**config.mk**
```make
export PLATFORM = sky130hd
export DESIGN_NAME = uart_irq_ident
export DESIGN_NICKNAME = d
export VERILOG_FILES = /design/src/rtl/uart_irq_pkg.sv /design/src/rtl/uart_irq_cfg.sv /design/src/rtl/uart_irq_src.sv /design/src/rtl/uart_irq_prio.sv /design/src/rtl/uart_irq_ident.sv
export SDC_FILE = /design/constraint.sdc
export NUM_CORES = 1
export LEC_CHECK = 0
export ABC_AREA = 1
export BUFFER_PORTS_ARGS = -buffer_cell sky130_fd_sc_hd__clkbuf_2
export CORE_MARGIN = 5
export CORE_UTILIZATION = 30
export CTS_CLUSTER_DIAMETER = 60
export DETAILED_ROUTE_END_ITERATION = 6
export HOLD_SLACK_MARGIN = 0.05
export PLACE_DENSITY = 0.61
export SYNTH_ARGS = -nofsm -noshare
export SYNTH_HDL_FRONTEND = slang
export SYNTH_HIERARCHICAL = 1
export SYNTH_SLANG_ARGS = --single-unit
```
**constraint.sdc**
```tcl
create_clock -name clk -period 4.3 [get_ports clk]
set_input_delay 0.43 -clock clk [delete_from_list [all_inputs] [get_ports clk]]
set_output_delay 0.43 -clock clk [all_outputs]
set_load 0.1 [all_outputs]
```
**src/rtl/uart_irq_pkg.sv**
```systemverilog
package uart_irq_pkg;

  localparam int EN_W = 10;

  // enable bit positions, also used for the auto-baud flag positions in the id word
  localparam int EN_RDA  = 0;
  localparam int EN_THRE = 1;
  localparam int EN_RLS  = 2;
  localparam int EN_MS   = 3;
  localparam int EN_CTS  = 7;
  localparam int EN_ABE  = 8;
  localparam int EN_ABT  = 9;

  localparam logic [EN_W-1:0] EN_MASK =
    EN_W'((1 << EN_RDA) | (1 << EN_THRE) | (1 << EN_RLS) | (1 << EN_MS) |
          (1 << EN_CTS) | (1 << EN_ABE) | (1 << EN_ABT));

  typedef enum logic [2:0] {
    CODE_MODEM = 3'd0,
    CODE_THRE  = 3'd1,
    CODE_RDA   = 3'd2,
    CODE_RLS   = 3'd3,
    CODE_CTI   = 3'd6
  } irq_code_e;

  typedef struct packed {
    logic rls;
    logic rda;
    logic cti;
    logic thre;
    logic ms;
    logic cts;
    logic abe;
    logic abt;
  } irq_raw_t;

endpackage

```
**src/rtl/uart_irq_cfg.sv**
```systemverilog
module uart_irq_cfg
  import uart_irq_pkg::*;
#(
  parameter int COUNT_W = 5,
  parameter int LVL0    = 1,
  parameter int LVL1    = 4,
  parameter int LVL2    = 8,
  parameter int LVL3    = 14
) (
  input  logic               clk,
  input  logic               rst_n,
  input  logic               en_wr,
  input  logic [EN_W-1:0]    en_wdata,
  input  logic               fifo_cfg_wr,
  input  logic               fifo_cfg_en,
  input  logic [1:0]         fifo_cfg_trig,
  output logic [EN_W-1:0]    en_q,
  output logic               fifo_en_q,
  output logic [COUNT_W-1:0] thresh
);

  localparam logic [COUNT_W-1:0] T0 = COUNT_W'(LVL0);
  localparam logic [COUNT_W-1:0] T1 = COUNT_W'(LVL1);
  localparam logic [COUNT_W-1:0] T2 = COUNT_W'(LVL2);
  localparam logic [COUNT_W-1:0] T3 = COUNT_W'(LVL3);

  logic [1:0] trig_q;

  always_ff @(posedge clk) begin
    if (!rst_n) begin
      en_q      <= '0;
      fifo_en_q <= 1'b0;
      trig_q    <= 2'd0;
    end else begin
      if (en_wr) en_q <= en_wdata & EN_MASK;
      if (fifo_cfg_wr) begin
        fifo_en_q <= fifo_cfg_en;
        trig_q    <= fifo_cfg_trig;
      end
    end
  end

  always_comb begin
    if (!fifo_en_q) begin
      thresh = COUNT_W'(1);
    end else begin
      unique case (trig_q)
        2'd0:    thresh = T0;
        2'd1:    thresh = T1;
        2'd2:    thresh = T2;
        default: thresh = T3;
      endcase
    end
  end

endmodule

```
**src/rtl/uart_irq_src.sv**
```systemverilog
module uart_irq_src
  import uart_irq_pkg::*;
#(
  parameter int COUNT_W = 5,
  parameter int N_ERR   = 4
) (
  input  logic               clk,
  input  logic               rst_n,
  input  logic [COUNT_W-1:0] rx_count,
  input  logic [COUNT_W-1:0] thresh,
  input  logic [N_ERR-1:0]   err_in,
  input  logic               lsr_rd,
  input  logic               char_timeout,
  input  logic               thr_empty,
  input  logic               thre_ack,
  input  logic               modem_delta,
  input  logic               cts_delta,
  input  logic               msr_rd,
  input  logic               ab_end_set,
  input  logic               ab_tmo_set,
  input  logic [1:0]         ab_clr,
  output irq_raw_t           raw
);

  logic [N_ERR-1:0]   err_q;
  logic [COUNT_W-1:0] cnt_prev;
  logic               thr_prev;
  logic               cti_q, thre_q, ms_q, cts_q, abe_q, abt_q;

  // one sticky latch per error kind; a new error beats the clearing read
  for (genvar i = 0; i < N_ERR; i++) begin : g_err
    always_ff @(posedge clk) begin
      if (!rst_n)         err_q[i] <= 1'b0;
      else if (err_in[i]) err_q[i] <= 1'b1;
      else if (lsr_rd)    err_q[i] <= 1'b0;
    end
  end

  always_ff @(posedge clk) begin
    if (!rst_n) begin
      cnt_prev <= '0;
      thr_prev <= 1'b1;
      cti_q    <= 1'b0;
      thre_q   <= 1'b0;
      ms_q     <= 1'b0;
      cts_q    <= 1'b0;
      abe_q    <= 1'b0;
      abt_q    <= 1'b0;
    end else begin
      cnt_prev <= rx_count;
      thr_prev <= thr_empty;

      if (char_timeout)               cti_q <= 1'b1;
      else if (rx_count != cnt_prev)  cti_q <= 1'b0;

      if (thr_empty && !thr_prev)     thre_q <= 1'b1;
      else if (thre_ack || !thr_empty) thre_q <= 1'b0;

      if (modem_delta)  ms_q <= 1'b1;
      else if (msr_rd)  ms_q <= 1'b0;

      if (cts_delta)    cts_q <= 1'b1;
      else if (msr_rd)  cts_q <= 1'b0;

      if (ab_end_set)     abe_q <= 1'b1;
      else if (ab_clr[0]) abe_q <= 1'b0;

      if (ab_tmo_set)     abt_q <= 1'b1;
      else if (ab_clr[1]) abt_q <= 1'b0;
    end
  end

  always_comb begin
    raw.rls  = |err_q;
    raw.rda  = (rx_count >= thresh);
    raw.cti  = cti_q;
    raw.thre = thre_q;
    raw.ms   = ms_q;
    raw.cts  = cts_q;
    raw.abe  = abe_q;
    raw.abt  = abt_q;
  end

endmodule

```
**src/rtl/uart_irq_prio.sv**
```systemverilog
module uart_irq_prio
  import uart_irq_pkg::*;
(
  input  irq_raw_t        raw,
  input  logic [EN_W-1:0] en_q,
  input  logic            fifo_en_q,
  output logic [9:0]      irq_id,
  output logic            thre_shown
);

  logic rls_v, rda_v, cti_v, thre_v, ms_v, abe_v, abt_v;
  logic any_coded, pending;
  irq_code_e code;

  always_comb begin
    rls_v  = raw.rls  & en_q[EN_RLS];
    rda_v  = raw.rda  & en_q[EN_RDA];
    cti_v  = raw.cti  & en_q[EN_RDA];
    thre_v = raw.thre & en_q[EN_THRE];
    ms_v   = (raw.ms & en_q[EN_MS]) | (raw.cts & en_q[EN_CTS]);
    abe_v  = raw.abe  & en_q[EN_ABE];
    abt_v  = raw.abt  & en_q[EN_ABT];

    any_coded = rls_v | rda_v | cti_v | thre_v | ms_v;
    pending   = any_coded | abe_v | abt_v;

    if (rls_v)       code = CODE_RLS;
    else if (rda_v)  code = CODE_RDA;
    else if (cti_v)  code = CODE_CTI;
    else if (thre_v) code = CODE_THRE;
    else             code = CODE_MODEM;

    thre_shown = pending && (code == CODE_THRE);
    irq_id = {abt_v, abe_v, {2{fifo_en_q}}, 2'b00, code, ~pending};
  end

endmodule

```
**src/rtl/uart_irq_ident.sv**
```systemverilog
module uart_irq_ident
  import uart_irq_pkg::*;
#(
  parameter int COUNT_W = 5,
  parameter int LVL0    = 1,
  parameter int LVL1    = 4,
  parameter int LVL2    = 8,
  parameter int LVL3    = 14
) (
  input  logic               clk,
  input  logic               rst_n,
  input  logic               en_wr,
  input  logic [9:0]         en_wdata,
  input  logic               fifo_cfg_wr,
  input  logic               fifo_cfg_en,
  input  logic [1:0]         fifo_cfg_trig,
  input  logic [COUNT_W-1:0] rx_count,
  input  logic               err_overrun,
  input  logic               err_parity,
  input  logic               err_framing,
  input  logic               err_break,
  input  logic               lsr_rd,
  input  logic               char_timeout,
  input  logic               thr_empty,
  input  logic               modem_delta,
  input  logic               cts_delta,
  input  logic               msr_rd,
  input  logic               ab_end_set,
  input  logic               ab_tmo_set,
  input  logic [1:0]         ab_clr,
  input  logic               id_rd,
  output logic [9:0]         en_q,
  output logic [9:0]         irq_id
);

  logic               fifo_en_q;
  logic [COUNT_W-1:0] thresh;
  irq_raw_t           raw;
  logic               thre_shown;
  logic               thre_ack;

  assign thre_ack = id_rd & thre_shown;

  uart_irq_cfg #(
    .COUNT_W(COUNT_W), .LVL0(LVL0), .LVL1(LVL1), .LVL2(LVL2), .LVL3(LVL3)
  ) u_cfg (
    .clk(clk), .rst_n(rst_n),
    .en_wr(en_wr), .en_wdata(en_wdata),
    .fifo_cfg_wr(fifo_cfg_wr), .fifo_cfg_en(fifo_cfg_en),
    .fifo_cfg_trig(fifo_cfg_trig),
    .en_q(en_q), .fifo_en_q(fifo_en_q), .thresh(thresh)
  );

  uart_irq_src #(.COUNT_W(COUNT_W), .N_ERR(4)) u_src (
    .clk(clk), .rst_n(rst_n),
    .rx_count(rx_count), .thresh(thresh),
    .err_in({err_break, err_framing, err_parity, err_overrun}),
    .lsr_rd(lsr_rd), .char_timeout(char_timeout),
    .thr_empty(thr_empty), .thre_ack(thre_ack),
    .modem_delta(modem_delta), .cts_delta(cts_delta), .msr_rd(msr_rd),
    .ab_end_set(ab_end_set), .ab_tmo_set(ab_tmo_set), .ab_clr(ab_clr),
    .raw(raw)
  );

  uart_irq_prio u_prio (
    .raw(raw), .en_q(en_q), .fifo_en_q(fifo_en_q),
    .irq_id(irq_id), .thre_shown(thre_shown)
  );

endmodule

```
==> run_results.csv, run 1 <==
group,metric,value,unit
setup_path,cp-startpoint,"u_cfg/fifo_en_q",
sta,fin_setup_tns,0,ns
clocking,cts-resized-gates,0,
place,placement.setup.worst_slack,1.78,ns
power,p_per_area,393,mW/mm²
setup_path,cp.arrival,2.33,ns
final_layout,drive_above_1_share,0.242,
setup_path,r2r-end,"u_src/thre_q",
setup_path,critPathCaptureType,"primary output",
clocking,clk_pin_slew,0.10,ns
sta,hold_violations,0,
sta,finalCritPeriodShare,0.643,
synth,ys_ff_latch,26,
floorplanning,fp.dieW,78.2,µm
routing,post-route-drc-count,0,
global_routing,grt_max_degree,19,
synth,yosysTopAreaCell,"dfxtp_1",
final_layout,area_delta_synth_final,17.7,%
floorplanning,start_util,0.314,
sta,fin_ws,1.54,ns
synth,yosysUniqueCellTypes,23,
setup_path,start_kind,"flop",
power,leakage,0.000999,µW
clocking,cts_buffer_depth,2,
final_layout,instances_no_fill,300,
sta,fmax,362,MHz
clocking,clock_latency,0.27,ns
routing,dr.pass1.iters,2,
clocking,cts_hold_buf,0,
synth,synth_top_area_share,0.373,
sta,rsz0062_at_grt,"false",
routing,drt-initial-drc-count,51,
final_layout,final_common_cell,"nand2_1",
routing,routed_wl,2.76,mm
setup_path,timing.rr.start,"u_cfg/fifo_en_q",
floorplanning,core,0.00444,mm²
setup_path,r2r_cells,16,
final_layout,final_nets,291,
sta,finalCriticalPeriod,2.76,ns
sta,slew_headroom,0.634,
routing,vias,1156,
synth,synth_area,0.00140,mm²
floorplanning,dieArea,0.00612,mm²
setup_path,ff2ff_setup_slack,2.41,ns
global_routing,antenna_found_initial,0,
clocking,root_buffer,"clkbuf_8",
global_routing,grt_pass1_wl,4.75,mm
floorplanning,rows,24,
place,io_buffers,48,
sta,slew_viol_final,0,
sta,tightest_slew,0.551,ns
synth,synthCells,211,
floorplanning,ios,57,
final_layout,fill_cells,508,
synth,synth-warning-count,6,
setup_path,crit_type,"reg -> out",
routing,drtAntennaViolNets,0,
clocking,numCtsBuffers,3,
clocking,cts.sinks,26,
setup_path,endpoint,"irq_id[0]",
synth,synth.area.top_cells,"dfxtp_1, nand2_1, inv_1",
routing,via_per_inst,3.85,
floorplanning,dieHeight,78.2,µm
global_routing,grt_usage,0.0948,
synth,yosysSeqAreaShare,0.373,
routing,post_drt_wl_per_cell,9.20,µm
job,drv_cap,0,
power,peakVddDrop,0.000112,V
sta,setup_viol,0,
clocking,post_cts_buffers,0,
clocking,cts_tree,"done",
place,gp_congestion,0.764,
place,hpwl,2.27,mm
global_routing,grt-ovfl-total,0,
final_layout,antennaDiodeCount,0,
status,outcome,"finished, final reports clean",
clocking,htree_num_levels,1,
sta,skew,0.00641,ns
global_routing,grt_pass1_vias,1099,
setup_path,worst-path-max-fanout,5,
final_layout,final_cell_mix,"nand2_1, clkbuf_2, inv_1",
synth,syn_avg_cell_area,6.62,µm²
hold_path,min_path_type,"in -> reg",
place,dp.cells,296,
setup_path,cp.required,3.87,ns
==> state kept, by name, summed over array words and instances, names as in the netlist <==
name / flops
u_src/cnt_prev: 5
u_cfg/trig_q: 2
u_src/thr_prev: 1
u_src/cts_q: 1
u_src/abt_q: 1
u_cfg/fifo_en_q: 1
u_src/thre_q: 1
u_src/ms_q: 1
u_src/err_q: 4
u_src/abe_q: 1
u_cfg/en_q: 7
u_src/cti_q: 1
==> worst min-delay path by stage <==
| stage | startpoint | end | slack, ns | cells after the start |
|---|---|---|---|---|
| floorplan | u_src/thr_prev | u_src/thre_q | 0.39 | 1 |
| global placement | u_src/thr_prev | u_src/thre_q | 0.39 | 1 |
| detailed placement | u_src/thr_prev | u_src/thre_q | 0.40 | 1 |
| CTS | err_overrun | u_src/err_q[0] | 0.36 | 3 |
| global route | err_framing | u_src/err_q[2] | 0.36 | 3 |
| finish | err_framing | u_src/err_q[2] | 0.36 | 3 |
==> per-layer routing <==
metal  wire (µm)  vias to the layer above  track usage  share of wire
li1            -                      666            -              -
met1        1330                      453        0.114           0.48
met2        1210                       33        0.161           0.44
met3         186                        4       0.0252          0.067
met4          36                        0       0.0367          0.013
met5           0                        -            0              0
==> through the flow <==
step	util	total power (µW)	hold slack (ns)	cell area, µm²
after global placement	0.354	449	0.393	1570
after detailed placement	0.354	451	0.405	1570
after global routing	0.370	681	0.357	1640
final	0.370	646	0.358	1640
after floorplan	-	425	0.386	1410
after CTS	0.370	655	0.355	1640
==> logic make-up (layout without fill, tap and decap cells) <==
| logic type | count (synthesis) | in the layout | share of synthesized area |
|---|---|---|---|
| flip-flops | 26 | 26 | 0.373 |
| AND/OR/NAND/NOR | 102 | 102 | 0.306 |
| adder cells (fa/ha/maj) | 5 | 5 | 0.0448 |
| other | 2 | 6 | 0.00538 |
| AO/OA/AOI/OAI | 14 | 14 | 0.0520 |
| buffers and inverters | 62 | 95 | 0.219 |
==> power by group <==
part           internal (µW)  switching, µW
logic                   38.5            138
clock network            125           78.3
registers                256           9.76
total                    419            226
==> layout make-up <==
| class | count | area, µm² | share of cell area |
|---|---|---|---|
| Multi-Input combinational cell | 127 | 586 | 0.356 |
| Sequential cell | 26 | 520 | 0.317 |
| Timing Repair Buffer | 48 | 240 | 0.146 |
| Inverter | 43 | 161 | 0.0982 |
| Tap cell | 52 | 65.1 | 0.0396 |
| Clock buffer | 3 | 41.3 | 0.0251 |
| Clock inverter | 1 | 30.0 | 0.0183 |
==> critical path, stage by stage (launching register included) <==
cell and delay [ns]:
dfxtp_1 0.39, nand2_1 0.07, inv_1 0.07, inv_1 0.04, ha_1 0.28, a21oi_1 0.13, nor2_1 0.05, o21ai_0 0.14
nand3b_1 0.12, nand2_2 0.12, nand3_4 0.10, nor2_2 0.11, clkbuf_2 0.45
==> cells in the mapped netlist <==
cell type,number
a21oi_1,11
clkinv_1,1
or4_1,1
nor2_1,39
o21ai_0,1
nand2_1,52
buf_4,17
buf_6,1
nor2_2,2
nand4_1,1
inv_1,41
o21ai_1,1
o21bai_1,1
nand2_4,1
nand3b_1,1
nand2_2,3
nand3_4,1
conb_1,2
nand3_1,1
inv_2,1
ha_1,5
dfxtp_1,26
buf_2,1
No activity file was read; power rests on OpenSTA's default activity.
==> run 2: changes to the inputs <==
Clock period 4.3 ns to 2.57 ns, I/O delays scaled along.
==> run_results.csv, run 2 (synthesized netlist as in run 1, its figures left out) <==
group,metric,value,unit
floorplanning,fp.dieW,78.2,µm
final_layout,antennaDiodeCount,0,
final_layout,utilization,0.383,
sta,slew_headroom,0.634,
setup_path,crit_type,"reg -> out",
floorplanning,dieHeight,78.2,µm
floorplanning,ios,57,
routing,post_drt_wl_per_cell,9.21,µm
setup_path,endpoint,"irq_id[2]",
clocking,cts.sinks,26,
final_layout,multi_input_area,597,µm²
place,hpwl,2.24,mm
sta,finalCritPeriodShare,0.914,
global_routing,grt_pass1_wl,4.75,mm
final_layout,instances_no_fill,300,
clocking,root_buffer,"clkbuf_8",
floorplanning,core,0.00444,mm²
place,place_area,0.00163,mm²
clocking,numCtsBuffers,3,
global_routing,antenna_found_initial,0,
setup_path,cp-startpoint,"u_cfg/fifo_en_q",
global_routing,grt_usage,0.0953,
routing,routed_wl,2.76,mm
final_layout,largestRegisters,"u_cfg/en_q (7), u_src/cnt_prev (5), u_src/err_q (4)",
hold_path,min_path_type,"in -> reg",
status,outcome,"finished, final reports clean",
clocking,post_cts_buffers,0,
setup_path,cp.arrival,2.09,ns
sta,fmax,426,MHz
setup_path,start_kind,"flop",
sta,tightest_slew,0.551,ns
global_routing,grt_max_degree,19,
floorplanning,start_util,0.314,
final_layout,largest_reg_flops,7,
sta,rsz0062_at_grt,"false",
power,p_per_area,649,mW/mm²
job,drv_cap,0,
sta,hold_violations,0,
sta,slew_viol_final,0,
final_layout,fill_cells,499,
power,leakage,0.00101,µW
sta,fin_setup_tns,0,ns
setup_path,cp.required,2.31,ns
setup_path,worst-path-max-fanout,5,
final_layout,regMostFlops,"u_cfg/en_q",
clocking,clk_pin_slew,0.09,ns
final_layout,area_delta_synth_final,21.9,%
routing,via_per_inst,3.94,
setup_path,critPathCaptureType,"primary output",
clocking,cts_hold_buf,0,
final_layout,final_common_cell,"nand2_1",
clocking,cts_tree,"done",
clocking,cts_buffer_depth,2,
setup_path,ff2ff_setup_slack,0.71,ns
final_layout,final_nets,291,
sta,skew,0.00364,ns
global_routing,grt-ovfl-total,0,
setup_path,r2r-end,"u_src/thre_q",
power,peakVddDrop,0.000209,V
setup_path,timing.rr.start,"u_cfg/fifo_en_q",
clocking,htree_num_levels,1,
final_layout,postLayoutCellArea,0.00170,mm²
final_layout,final_cell_mix,"nand2_1, clkbuf_2, inv_1",
place,io_buffers,48,
power,power,1100,µW
floorplanning,rows,24,
floorplanning,dieArea,0.00612,mm²
global_routing,grt_pass1_vias,1090,
place,dp.cells,296,
final_layout,drive_above_1_share,0.254,
sta,finalCriticalPeriod,2.35,ns
routing,drtAntennaViolNets,0,
routing,drt-initial-drc-count,49,
routing,vias,1181,
final_layout,seq_area,522,µm²
setup_path,r2r_cells,16,
routing,post-route-drc-count,0,
sta,setup_viol,0,
place,gp_congestion,0.722,
routing,dr.pass1.iters,4,
clocking,clock_latency,0.27,ns
[run 2: cell types whose count changed in the layout (fill, tap and decap cells not counted), sizes merged]
cell	change
buf	+4
clkbuf	-4
[run 2: repair_timing]
item | in CTS | in global routing
gates resized for setup | 0 | 2
endpoints found under the setup margin | 0 | 4
endpoints found under the hold margin | 0 | 0
[run 2: power by group]
part | internal [µW] | switching, µW
logic | 80.6 | 237
clock network | 208 | 133
registers | 429 | 16.1
[run 2: worst min-delay path by stage]
stage,depth (start not counted),start,end
2_1_floorplan,2,rx_count[0],u_src/cnt_prev[0]
3_3_place_gp,1,u_src/thr_prev,u_src/thre_q
3_5_place_dp,1,u_src/thr_prev,u_src/thre_q
4_1_cts,3,err_framing,u_src/err_q[2]
5_1_grt,3,err_parity,u_src/err_q[1]
6_report,3,err_parity,u_src/err_q[1]
[run 2: final cells by class]
class | count | share of cell area
Clock buffer | 3 | 0.0243
Clock inverter | 1 | 0.0176
Inverter | 43 | 0.0949
Multi-Input combinational cell | 127 | 0.351
Sequential cell | 26 | 0.307
Tap cell | 52 | 0.0382
Timing Repair Buffer | 48 | 0.168
[run 2: metal layers]
metal / GRT usage / share of wire / up-vias
li1: - / - / 664
met3: 0.0195 / 0.058 / 2
met5: 0 / 0 / -
met4: 0.0472 / 0.012 / 0
met2: 0.149 / 0.45 / 28
met1: 0.125 / 0.48 / 487
[run 2: stage by stage]
step           hold WS (ns)  setup WS (ns)
5_1_grt               0.170         0.0103
4_1_cts               0.176         0.0885
3_3_place_gp          0.394          0.434
6_report              0.182          0.220
2_1_floorplan         0.350          0.102
3_5_place_dp          0.399          0.405
[run 2: worst max-delay path, cell delays in order, from the launching register on]
cell,delay (ns)
dfxtp_2,0.36
nand2_1,0.07
inv_1,0.07
inv_1,0.04
ha_1,0.28
nand4_1,0.09
o21bai_1,0.15
nand3b_1,0.10
nand2_2,0.09
nand3_4,0.12
buf_2,0.44
==> run 3: changes to the inputs <==
--- a/constraint.sdc
+++ b/constraint.sdc
@@ -3,2 +3,2 @@
 set_output_delay 0.257 -clock clk [all_outputs]
-set_load 0.1 [all_outputs]
+set_load 0.05 [all_outputs]
==> run_results.csv, run 3 (synthesized netlist as in run 1, its figures left out) <==
group,metric,value,unit
clocking,clock_latency,0.26,ns
final_layout,final_cell_mix,"nand2_1, clkbuf_2, inv_1",
sta,fin_setup_tns,0,ns
power,leakage,0.00100,µW
place,gp_congestion,0.787,
clocking,cts_hold_buf,0,
floorplanning,start_util,0.314,
routing,via_per_inst,3.85,
final_layout,fill_cells,497,
floorplanning,core,0.00444,mm²
hold_path,min_path_type,"in -> reg",
clocking,htree_num_levels,1,
final_layout,postLayoutCellArea,0.00165,mm²
setup_path,crit_top_cell,"inv_1",
setup_path,cpLargestDelayFamily,"simple AND/OR/NAND/NOR gates",
place,place_area,0.00157,mm²
place,io_buffers,48,
clocking,cts.sinks,26,
power,peakVddDrop,0.000181,V
final_layout,final_nets,291,
routing,vias,1155,
setup_path,crit_buf_inv,3,
setup_path,max_stage_delay,0.40,ns
sta,finalCriticalPeriod,2.35,ns
setup_path,cp.required,2.31,ns
floorplanning,dieArea,0.00612,mm²
sta,hold_violations,0,
floorplanning,ios,57,
final_layout,seq_area,520,µm²
power,p_per_area,602,mW/mm²
sta,slew_viol_final,0,
routing,post_drt_wl_per_cell,9.08,µm
routing,drtAntennaViolNets,0,
clocking,root_buffer,"clkbuf_8",
setup_path,worst-path-max-fanout,5,
routing,routed_wl,2.73,mm
sta,skew,0.00194,ns
routing,dr.pass1.iters,2,
clocking,cts_buffer_depth,2,
final_layout,antennaDiodeCount,0,
clocking,clk_pin_slew,0.09,ns
sta,whs,0.190,ns
sta,finalCritPeriodShare,0.915,
final_layout,drive_above_1_share,0.242,
sta,setup_viol,0,
setup_path,start_kind,"flop",
final_layout,largest_reg_flops,7,
routing,drt-initial-drc-count,21,
global_routing,grt_usage,0.0931,
final_layout,final_common_cell,"nand2_1",
setup_path,cp.arrival,2.09,ns
job,drv_cap,0,
power,power,995,µW
setup_path,critPathCaptureType,"primary output",
place,hpwl,2.27,mm
floorplanning,dieHeight,78.2,µm
sta,rsz0062_at_grt,"false",
clocking,numCtsBuffers,3,
final_layout,multi_input_area,586,µm²
final_layout,regMostFlops,"u_cfg/en_q",
setup_path,worstPathCellList,"nand2_1 > inv_1 > inv_1 > ha_1 > a21oi_1 > nor2_1 > o21ai_0 > nand3b_1 > nand2_2 > nand3_4 > nor2_2 > clkbuf_4",
global_routing,grt_max_degree,19,
clocking,cts_tree,"done",
global_routing,grt-ovfl-total,0,
final_layout,largestRegisters,"u_cfg/en_q (7), u_src/cnt_prev (5), u_src/err_q (4)",
global_routing,grt_pass1_wl,4.65,mm
routing,post-route-drc-count,0,
final_layout,area_delta_synth_final,18.3,%
global_routing,antenna_found_initial,0,
status,outcome,"finished, final reports clean",
floorplanning,rows,24,
sta,fmax,425,MHz
setup_path,worst_path_max_delay_cell,"dfxtp_1",
setup_path,crit_type,"reg -> out",
global_routing,grt_pass1_vias,1065,
floorplanning,fp.dieW,78.2,µm
## run 3: final timing paths
path / from / end / slack (ns) / cells past startpoint
min reg2reg: u_src/thr_prev / u_src/thre_q / 0.41 / 1
max: u_cfg/fifo_en_q / irq_id[0] / 0.22 / 12
max reg2reg: u_cfg/fifo_en_q / u_src/thre_q / 0.69 / 16
min: err_overrun / u_src/err_q[0] / 0.19 / 3
## run 3: power breakdown
| part | leakage (µW) | internal, µW | switching [µW] |
|---|---|---|---|
| clock network | 0.0000357 | 208 | 125 |
| registers | 0.000217 | 429 | 16.1 |
| logic | 0.000747 | 67.2 | 150 |
| total | 0.00100 | 704 | 291 |
## run 3: cell type report
cell class / instances / share of cell area
timing repair buffer: 48 / 0.150
clock buffer: 3 / 0.0250
tap: 52 / 0.0394
multi-input combinational: 127 / 0.355
inverter: 43 / 0.0977
sequential: 26 / 0.315
clock inverter: 1 / 0.0182
## run 3: per-layer routing
metal,vias up,share of wire,wire (µm),track usage
li1,666,-,-,-
met1,452,0.47,1280,0.108
met2,33,0.44,1200,0.158
met3,4,0.077,211,0.0320
met4,0,0.014,39,0.0367
met5,-,0,0,0
## run 3: worst reg2reg max path, stage by stage, from the launching register on
cell,delay [ns]
dfxtp_1,0.40
nand2_1,0.08
inv_1,0.06
inv_1,0.04
ha_1,0.28
a21oi_1,0.13
nor2_1,0.05
o21ai_0,0.14
nand3b_1,0.11
nand2_2,0.12
nand3_4,0.10
nor2_2,0.08
nand2_1,0.05
inv_1,0.04
inv_1,0.03
nand2_1,0.04
a21oi_1,0.05
## run 3: timing repair
action	4_1_cts	5_1_grt
setup buffers	0	0
resized for setup	0	6
endpoints found under the setup margin	0	3
## run 3: stage by stage
step	util	setup slack, ns	instances
finish	0.372	0.219	300
detailed placement	0.354	0.440	296
global placement	0.354	0.426	296
CTS	0.370	0.129	300
floorplan	-	0.265	215
global route	0.372	0.0175	300
